File: src/rtl/cdf_pkg.sv
package cdf_pkg;
   localparam int unsigned LANES = 4;

   function automatic logic [2:0] clamp_size(input logic [2:0] sz);
      return (sz > 3'd4) ? 3'd4 : sz;
   endfunction

   // byte i (0 = earliest) of an n-byte host word, most significant lane first
   function automatic logic [7:0] lane_pick(input logic [31:0] w,
                                            input logic [2:0]  n,
                                            input int          i);
      int sh;
      sh = 8 * (int'(n) - 1 - i);
      return (sh < 0) ? 8'h00 : 8'(w >> sh);
   endfunction
endpackage

File: src/rtl/cdf_txbuf.sv
module cdf_txbuf #(
   parameter int unsigned DEPTH = 32,
   localparam int unsigned PW = $clog2(DEPTH),
   localparam int unsigned CW = PW + 1
) (
   input  logic          clk,
   input  logic          rst_n,
   input  logic          clear,
   input  logic          flip,
   input  logic          wr_en,
   input  logic [2:0]    wr_size,
   input  logic [31:0]   wr_data,
   input  logic          pop,
   output logic [CW-1:0] count,
   output logic [7:0]    head
);
   import cdf_pkg::*;

   logic [7:0]    mem [2*DEPTH];
   logic          half_q;
   logic [PW-1:0] rd_q;
   logic [CW-1:0] cnt_q;
   logic [CW-1:0] room, wsz, npush;
   logic [2:0]    wsz3;

   assign wsz3  = clamp_size(wr_size);
   assign wsz   = CW'(wsz3);
   assign room  = CW'(DEPTH) - cnt_q;
   assign npush = (wr_en && !clear && !flip) ? ((wsz > room) ? room : wsz) : '0;
   assign count = cnt_q;
   assign head  = mem[{half_q, rd_q}];

   always_ff @(posedge clk) begin
      for (int i = 0; i < LANES; i++) begin
         if (CW'(i) < npush)
            mem[{half_q, PW'(rd_q + cnt_q[PW-1:0] + PW'(i))}] <= lane_pick(wr_data, wsz3, i);
      end
   end

   always_ff @(posedge clk or negedge rst_n) begin
      if (!rst_n) begin
         half_q <= 1'b0;
         rd_q   <= '0;
         cnt_q  <= '0;
      end else begin
         if (pop) rd_q <= rd_q + 1'b1;
         if (flip) half_q <= ~half_q;
         if (clear || flip) cnt_q <= '0;
         else               cnt_q <= cnt_q + npush - CW'(pop);
      end
   end
endmodule

File: src/rtl/cdf_rxring.sv
module cdf_rxring #(
   parameter int unsigned DEPTH = 32,
   localparam int unsigned PW = $clog2(DEPTH),
   localparam int unsigned CW = PW + 1
) (
   input  logic          clk,
   input  logic          rst_n,
   input  logic          clear,
   input  logic          push,
   input  logic [7:0]    push_data,
   input  logic          rd_en,
   input  logic [2:0]    rd_size,
   output logic [31:0]   rd_data,
   output logic [CW-1:0] count
);
   import cdf_pkg::*;

   logic [7:0]    mem [DEPTH];
   logic [PW-1:0] rd_q;
   logic [CW-1:0] cnt_q;
   logic [CW-1:0] rsz, npop;
   logic [2:0]    rsz3;

   assign rsz3  = clamp_size(rd_size);
   assign rsz   = CW'(rsz3);
   assign npop  = (rd_en && !clear) ? ((rsz > cnt_q) ? cnt_q : rsz) : '0;
   assign count = cnt_q;

   always_comb begin
      rd_data = '0;
      for (int i = 0; i < LANES; i++) begin
         if (CW'(i) < npop)
            rd_data = rd_data |
                      (32'(mem[PW'(rd_q + PW'(i))]) << (8 * (int'(rsz3) - 1 - i)));
      end
   end

   always_ff @(posedge clk) begin
      if (push) mem[PW'(rd_q + cnt_q[PW-1:0])] <= push_data;
   end

   always_ff @(posedge clk or negedge rst_n) begin
      if (!rst_n) begin
         rd_q  <= '0;
         cnt_q <= '0;
      end else begin
         rd_q <= rd_q + PW'(npop);
         if (clear) cnt_q <= '0;
         else       cnt_q <= cnt_q + CW'(push) - npop;
      end
   end
endmodule

File: src/rtl/cdf_ctrl.sv
module cdf_ctrl #(
   parameter int unsigned LEN_W = 16
) (
   input  logic             clk,
   input  logic             rst_n,
   input  logic             start,
   input  logic             start_wr,
   input  logic [LEN_W-1:0] start_len,
   input  logic             stop,
   input  logic             moved,
   input  logic             rx_took,
   input  logic             host_wr,
   input  logic             host_rd,
   output logic             active,
   output logic             dir_wr,
   output logic             rem_nz,
   output logic             tx_req,
   output logic             rx_req,
   output logic             data_done,
   output logic             prog_done
);
   logic [LEN_W-1:0] rem_q, rem_after;

   assign rem_after = rem_q - LEN_W'(moved);
   assign rem_nz    = (rem_q != '0);

   always_ff @(posedge clk or negedge rst_n) begin
      if (!rst_n) begin
         rem_q     <= '0;
         active    <= 1'b0;
         dir_wr    <= 1'b0;
         tx_req    <= 1'b0;
         rx_req    <= 1'b0;
         data_done <= 1'b0;
         prog_done <= 1'b0;
      end else if (start) begin
         rem_q     <= start_len;
         dir_wr    <= start_wr;
         active    <= !stop;
         tx_req    <= 1'b0;
         rx_req    <= 1'b0;
         data_done <= 1'b0;
         prog_done <= 1'b0;
      end else begin
         rem_q <= rem_after;
         if (stop) begin
            active <= 1'b0;
         end else if (active && rem_after == '0) begin
            active    <= 1'b0;
            data_done <= 1'b1;
            prog_done <= dir_wr;
         end
         if (active && !stop && dir_wr && rem_after != '0) tx_req <= 1'b1;
         else if (host_wr)                               tx_req <= 1'b0;
         if (rx_took)      rx_req <= 1'b1;
         else if (host_rd) rx_req <= 1'b0;
      end
   end
endmodule

File: src/rtl/card_data_fifo.sv
module card_data_fifo #(
   parameter int unsigned DEPTH = 32,
   parameter int unsigned LEN_W = 16,
   localparam int unsigned CW = $clog2(DEPTH) + 1
) (
   input  logic             clk,
   input  logic             rst_n,
   input  logic             xfer_start,
   input  logic             xfer_wr,
   input  logic [LEN_W-1:0] xfer_len,
   input  logic             clk_stop,
   input  logic             pbuf_flush,
   input  logic             hw_en,
   input  logic [2:0]       hw_size,
   input  logic [31:0]      hw_data,
   input  logic             hr_en,
   input  logic [2:0]       hr_size,
   output logic [31:0]      hr_data,
   output logic [7:0]       tx_byte,
   output logic             tx_valid,
   input  logic             tx_ready,
   input  logic [7:0]       rx_byte,
   input  logic             rx_valid,
   output logic             rx_ready,
   output logic             tx_req,
   output logic             rx_req,
   output logic             data_done,
   output logic             prog_done,
   output logic             xfer_active
);
   generate
      if (DEPTH < 4 || (DEPTH & (DEPTH - 1)) != 0) begin : g_bad_depth
         $error("card_data_fifo: DEPTH must be a power of two of at least 4");
      end
      if (LEN_W < 2) begin : g_bad_len
         $error("card_data_fifo: LEN_W must be at least 2");
      end
   endgenerate

   logic          dir_wr_q, rem_nz;
   logic [CW-1:0] tx_cnt, rx_cnt;
   logic          tx_pop, rx_push;

   assign tx_valid = xfer_active && dir_wr_q && rem_nz && (tx_cnt != '0);
   assign rx_ready = xfer_active && !dir_wr_q && rem_nz && (rx_cnt < CW'(DEPTH));
   assign tx_pop   = tx_valid && tx_ready;
   assign rx_push  = rx_valid && rx_ready;

   cdf_txbuf #(.DEPTH(DEPTH)) u_tx (
      .clk(clk), .rst_n(rst_n), .clear(xfer_start), .flip(pbuf_flush),
      .wr_en(hw_en), .wr_size(hw_size), .wr_data(hw_data), .pop(tx_pop),
      .count(tx_cnt), .head(tx_byte)
   );

   cdf_rxring #(.DEPTH(DEPTH)) u_rx (
      .clk(clk), .rst_n(rst_n), .clear(xfer_start), .push(rx_push),
      .push_data(rx_byte), .rd_en(hr_en), .rd_size(hr_size),
      .rd_data(hr_data), .count(rx_cnt)
   );

   cdf_ctrl #(.LEN_W(LEN_W)) u_ctrl (
      .clk(clk), .rst_n(rst_n), .start(xfer_start), .start_wr(xfer_wr),
      .start_len(xfer_len), .stop(clk_stop), .moved(tx_pop || rx_push),
      .rx_took(rx_push), .host_wr(hw_en), .host_rd(hr_en),
      .active(xfer_active), .dir_wr(dir_wr_q), .rem_nz(rem_nz),
      .tx_req(tx_req), .rx_req(rx_req), .data_done(data_done),
      .prog_done(prog_done)
   );
endmodule

File: config.mk
export PLATFORM = sky130hd
export DESIGN_NAME = card_data_fifo
export DESIGN_NICKNAME = d
export VERILOG_FILES = /design/src/rtl/cdf_pkg.sv /design/src/rtl/cdf_txbuf.sv /design/src/rtl/cdf_rxring.sv /design/src/rtl/cdf_ctrl.sv /design/src/rtl/card_data_fifo.sv
export SDC_FILE = /design/constraint.sdc
export NUM_CORES = 2
export LEC_CHECK = 0
export BUFFER_PORTS_ARGS = -buffer_cell sky130_fd_sc_hd__buf_2
export CORE_MARGIN = 2
export CORE_UTILIZATION = 45
export DETAILED_ROUTE_END_ITERATION = 7
export SETUP_SLACK_MARGIN = 0.1
export SLEW_MARGIN = 30
export SYNTH_ARGS = -nofsm -noshare
export SYNTH_HDL_FRONTEND = slang
export SYNTH_SLANG_ARGS = --single-unit
File: constraint.sdc
create_clock -name clk -period 16 [get_ports clk]
set_input_delay 3.2 -clock clk [delete_from_list [all_inputs] [get_ports clk]]
set_output_delay 3.2 -clock clk [all_outputs]
set_load 0.01 [all_outputs]
==> impl_metrics.py <==
metrics = {
    "timing": {
        "rsz0062_at_grt": "no",
        "tightest_slew_ns": 1.21,
        "hold_slack_ns": 0.503,
        "fin_crit_sh_pct": 62.6,
        "setup_viol": 0,
        "relSlewSlack_pct": 19.1,
        "fin_tns_setup_ns": 0,
        "finalHoldViolations": 0,
        "period_needed_ns": 10.02,
        "slew_violations": 0,
        "max_freq_mhz": 99.8,
        "fin_skew_ns": 0.0591,
    },
    "place": {
        "place_congestion": 1.09,
        "io_buffer_count": 118,
        "dp_hpwl_mm": 160,
    },
    "cts": {
        "cts_tree": "yes",
        "h-tree-depth": 3,
        "cts_resized": 0,
        "clockBufferDepth": 3,
        "cts.clk_slew.worst_paths_ns": 0.06,
        "clock_sinks": 813,
        "cts_setup_buffers": 0,
        "cts-root-buf": "clkbuf_16",
        "hold_buffers": 0,
        "numCtsBuffers": 94,
        "clock_latency_ns": 0.76,
    },
    "yosys": {
        "ys_types": 91,
        "ys.flop_type": "edfxtp_1",
        "synth.mux.area_fraction_pct": 21.1,
        "synth_top_family_by_area": "multiplexers",
        "yosys.area_share.adder_pct": 1.48,
        "yosys-top-cells-area": "edfxtp_1 (41%), mux4_2 (19%), nor2_1 (4.4%), nand2_1 (3.3%), a21oi_1 (3.2%)",
        "synth-seq-area-share_pct": 42.6,
        "yosys.area.top_type_share_pct": 40.6,
        "synthTopCellsByCount": "edfxtp_1 (768), nor2_1 (661), nand2_1 (492)",
        "synthesis.area_um2": 56800,
        "synth_area_per_cell_um2": 10.9,
        "ys_ff_latch": 813,
        "synth-simple-area-share_pct": 11.8,
        "synth_compound_area_share_pct": 18.1,
        "yosys_warnings": 0,
        "netlist_instances": 5214,
        "synth_edf_count": 768,
        "yosysTopAreaCell": "edfxtp_1",
        "synthXorXnorAreaFrac_pct": 0.985,
        "synthArstFlopShare_pct": 5.54,
        "yosysMostFrequentCell": "edfxtp_1",
    },
    "grt": {
        "grt_pass1_vias": 46500,
        "grt_usage_pct": 37.3,
        "grt_max_degree": 82,
        "antenna_found_initial": 21,
        "overflow": 0,
        "grt_pass1_wl_mm": 348,
    },
    "drt": {
        "wire_per_inst_um": 36.1,
        "ant_nets": 0,
        "drt-vias-per-instance": 7.37,
        "drt_iter0_drc": 8427,
        "vias": 50300,
        "wirelength_mm": 246,
        "first_pass_iters": 8,
        "drc_errors": 60,
    },
    "floorplanning": {
        "initial_utilization_pct": 45.3,
        "dieHeight_um": 359,
        "io_pins": 119,
        "die_w_um": 359,
        "rows": 130,
        "die_area_um2": 129000,
        "placeableCoreArea_um2": 125000,
    },
    "worst_hold_path": {
        "hold_class": "register to register",
        "worstHoldStart": "u_ctrl.data_done$_DFFE_PN0P_",
    },
    "critical_path": {
        "crit_required_ns": 12.80,
        "worstPathCellList": "buf_2, nand2b_1, inv_1, ha_1, nor2b_1, o21ai_0, a21oi_1, mux2_2, o311ai_0, nor2_1, a221o_1, buf_2",
        "crit_start": "hr_size[2]",
        "r2r_start": "u_tx.count[0]$_DFF_PN0_",
        "worst_setup_path_start_kind": "input pin",
        "cp_common_cell": "buf_2",
        "critPathCaptureType": "primary output",
        "arrival_ns": 6.82,
        "cp_max_fo": 10,
        "crit_path_top_delay_cell": "o311ai_0",
        "slowest_delay_ns": 0.78,
        "path_class": "input pin to primary output",
    },
    "cells_and_area": {
        "multi_input_area_um2": 31100,
        "final_net_count": 5221,
        "layout-drive-gt1-share_pct": 21.4,
        "areaGrowthSynthToFinish_pct": 10.8,
        "regArea_um2": 24200,
        "fillers": 11000,
    },
    "power": {
        "p_per_area_nw_per_um2": 161,
        "p_clk_share_pct": 23.5,
        "p_leak_nw": 21.7,
        "combPwrFrac_pct": 51.0,
        "seqPwrFrac_pct": 25.4,
        "max-vdd-ir-drop_v": 0.000162,
        "p_sw_share_pct": 42.2,
        "cell_internal_pwr_mw": 5.86,
        "p_sw_mw": 4.28,
    },
    "job": {
        "cap_violations": 0,
    },
    "outcome": {
        "violations": "design-rule violations",
        "status": "complete, but fails checks",
    },
}
## registers in the layout, indices dropped and copies added, names as in the netlist
signal	flops
u_tx.mem	512
u_ctrl.rem_q	16
u_ctrl.prog_done	1
u_ctrl.tx_req	1
u_tx.rd_q	5
u_tx.half_q	1
u_rx.mem	256
u_rx.rd_q	5
u_ctrl.active	1
u_ctrl.data_done	1
u_tx.count	6
u_ctrl.dir_wr	1
u_ctrl.rx_req	1
u_rx.count	6
## cell usage in the layout (no fill, tap or decap), drive strengths merged, types with 36 or more instances in the layout
master / instances
edfxtp: 768
nor2: 667
nand2: 493
mux4: 472
a21oi: 370
buf: 290
o21ai: 282
o22ai: 258
a221oi: 178
a211oi: 172
clkbuf: 111
mux2i: 109
nand3: 98
nor3: 76
ha: 59
a31oi: 56
inv: 56
o211ai: 50
dfrtp: 45
and2: 42
nor2b: 38
xnor2: 38
clkinv: 36
## layout make-up
| cell class | instances | share of cell area (%) |
|---|---|---|
| Tap cell | 1650 | 3.28 |
| Timing Repair Buffer | 290 | 3.08 |
| Antenna cell | 11 | 0.0438 |
| Multi-Input combinational cell | 3831 | 49.4 |
| Inverter | 55 | 0.328 |
| Clock buffer | 111 | 3.92 |
| Clock inverter | 66 | 1.43 |
| Sequential cell | 813 | 38.5 |
## worst max-delay path, delay by kind of cell
family                   cells  cell delay, ns
buffers and inverters        3            0.42
adder cells (fa/ha/maj)      1            0.30
AO/OA/AOI/OAI                4            1.74
multiplexers                 1            0.39
AND/OR/NAND/NOR              3            0.75
## logic make-up (layout without fill, tap and decap cells)
family	count (synthesis)	after routing
xor gates and xnor gates	59	59
AOI/OAI and AO/OA	1570	1570
buffers and inverters	573	522
other	2	16
muxes	605	605
DFF	813	813
and+or+nand+nor	1528	1528
adders and majority gates	64	64
## stage by stage
step / setup WS, ns / total power, mW / instance area, um2 / utilization [%] / instances
finish: 5.98 / 10.1 / 62900 / 50.2 / 6827
global route: 5.81 / 10.4 / 62900 / 50.2 / 6819
CTS: 6.12 / 9.97 / 62700 / 50.0 / 6816
detailed placement: 6.14 / 7.61 / 59400 / 47.3 / 6639
global placement: 6.17 / 7.58 / 59200 / 47.2 / 6634
floorplan: 6.60 / 5.81 / 56800 / - / 5217
## power groups by stage
stage	Clock (mW)	Sequential (mW)	Combinational (mW)
floorplan	0	2.51	3.30
global placement	0	2.62	4.97
detailed placement	0	2.62	4.99
CTS	2.38	2.58	5.01
global route	2.47	2.59	5.30
finish	2.39	2.58	5.17
## final timing paths
| check | endpoint | slack (ns) | cells past startpoint |
|---|---|---|---|
| worst max register to register | u_tx.mem[52][5]$_DFFE_PP_ | 9.57 | 14 |
| worst min-delay path | u_ctrl.data_done$_DFFE_PN0P_ | 0.50 | 2 |
| min in group asynchronous | u_ctrl.rx_req$_DFFE_PN0P_ | 2.53 | 2 |
| max in group asynchronous | u_tx.rd_q[0]$_DFFE_PN0N_ | 12.97 | 2 |
| worst min register to register | u_ctrl.data_done$_DFFE_PN0P_ | 0.50 | 2 |
| worst max-delay path | hr_data[0] | 5.98 | 12 |
## routing by layer
layer | track usage, % | up-vias | part of all wire (%)
met4 | 26.9 | 28 | 8.6
met1 | 46.3 | 24600 | 34
met5 | 0 | - | 0.086
li1 | - | 20400 | -
met3 | 11.4 | 1042 | 13
met2 | 55.3 | 4240 | 44
No activity file was read; power rests on OpenSTA's default activity.
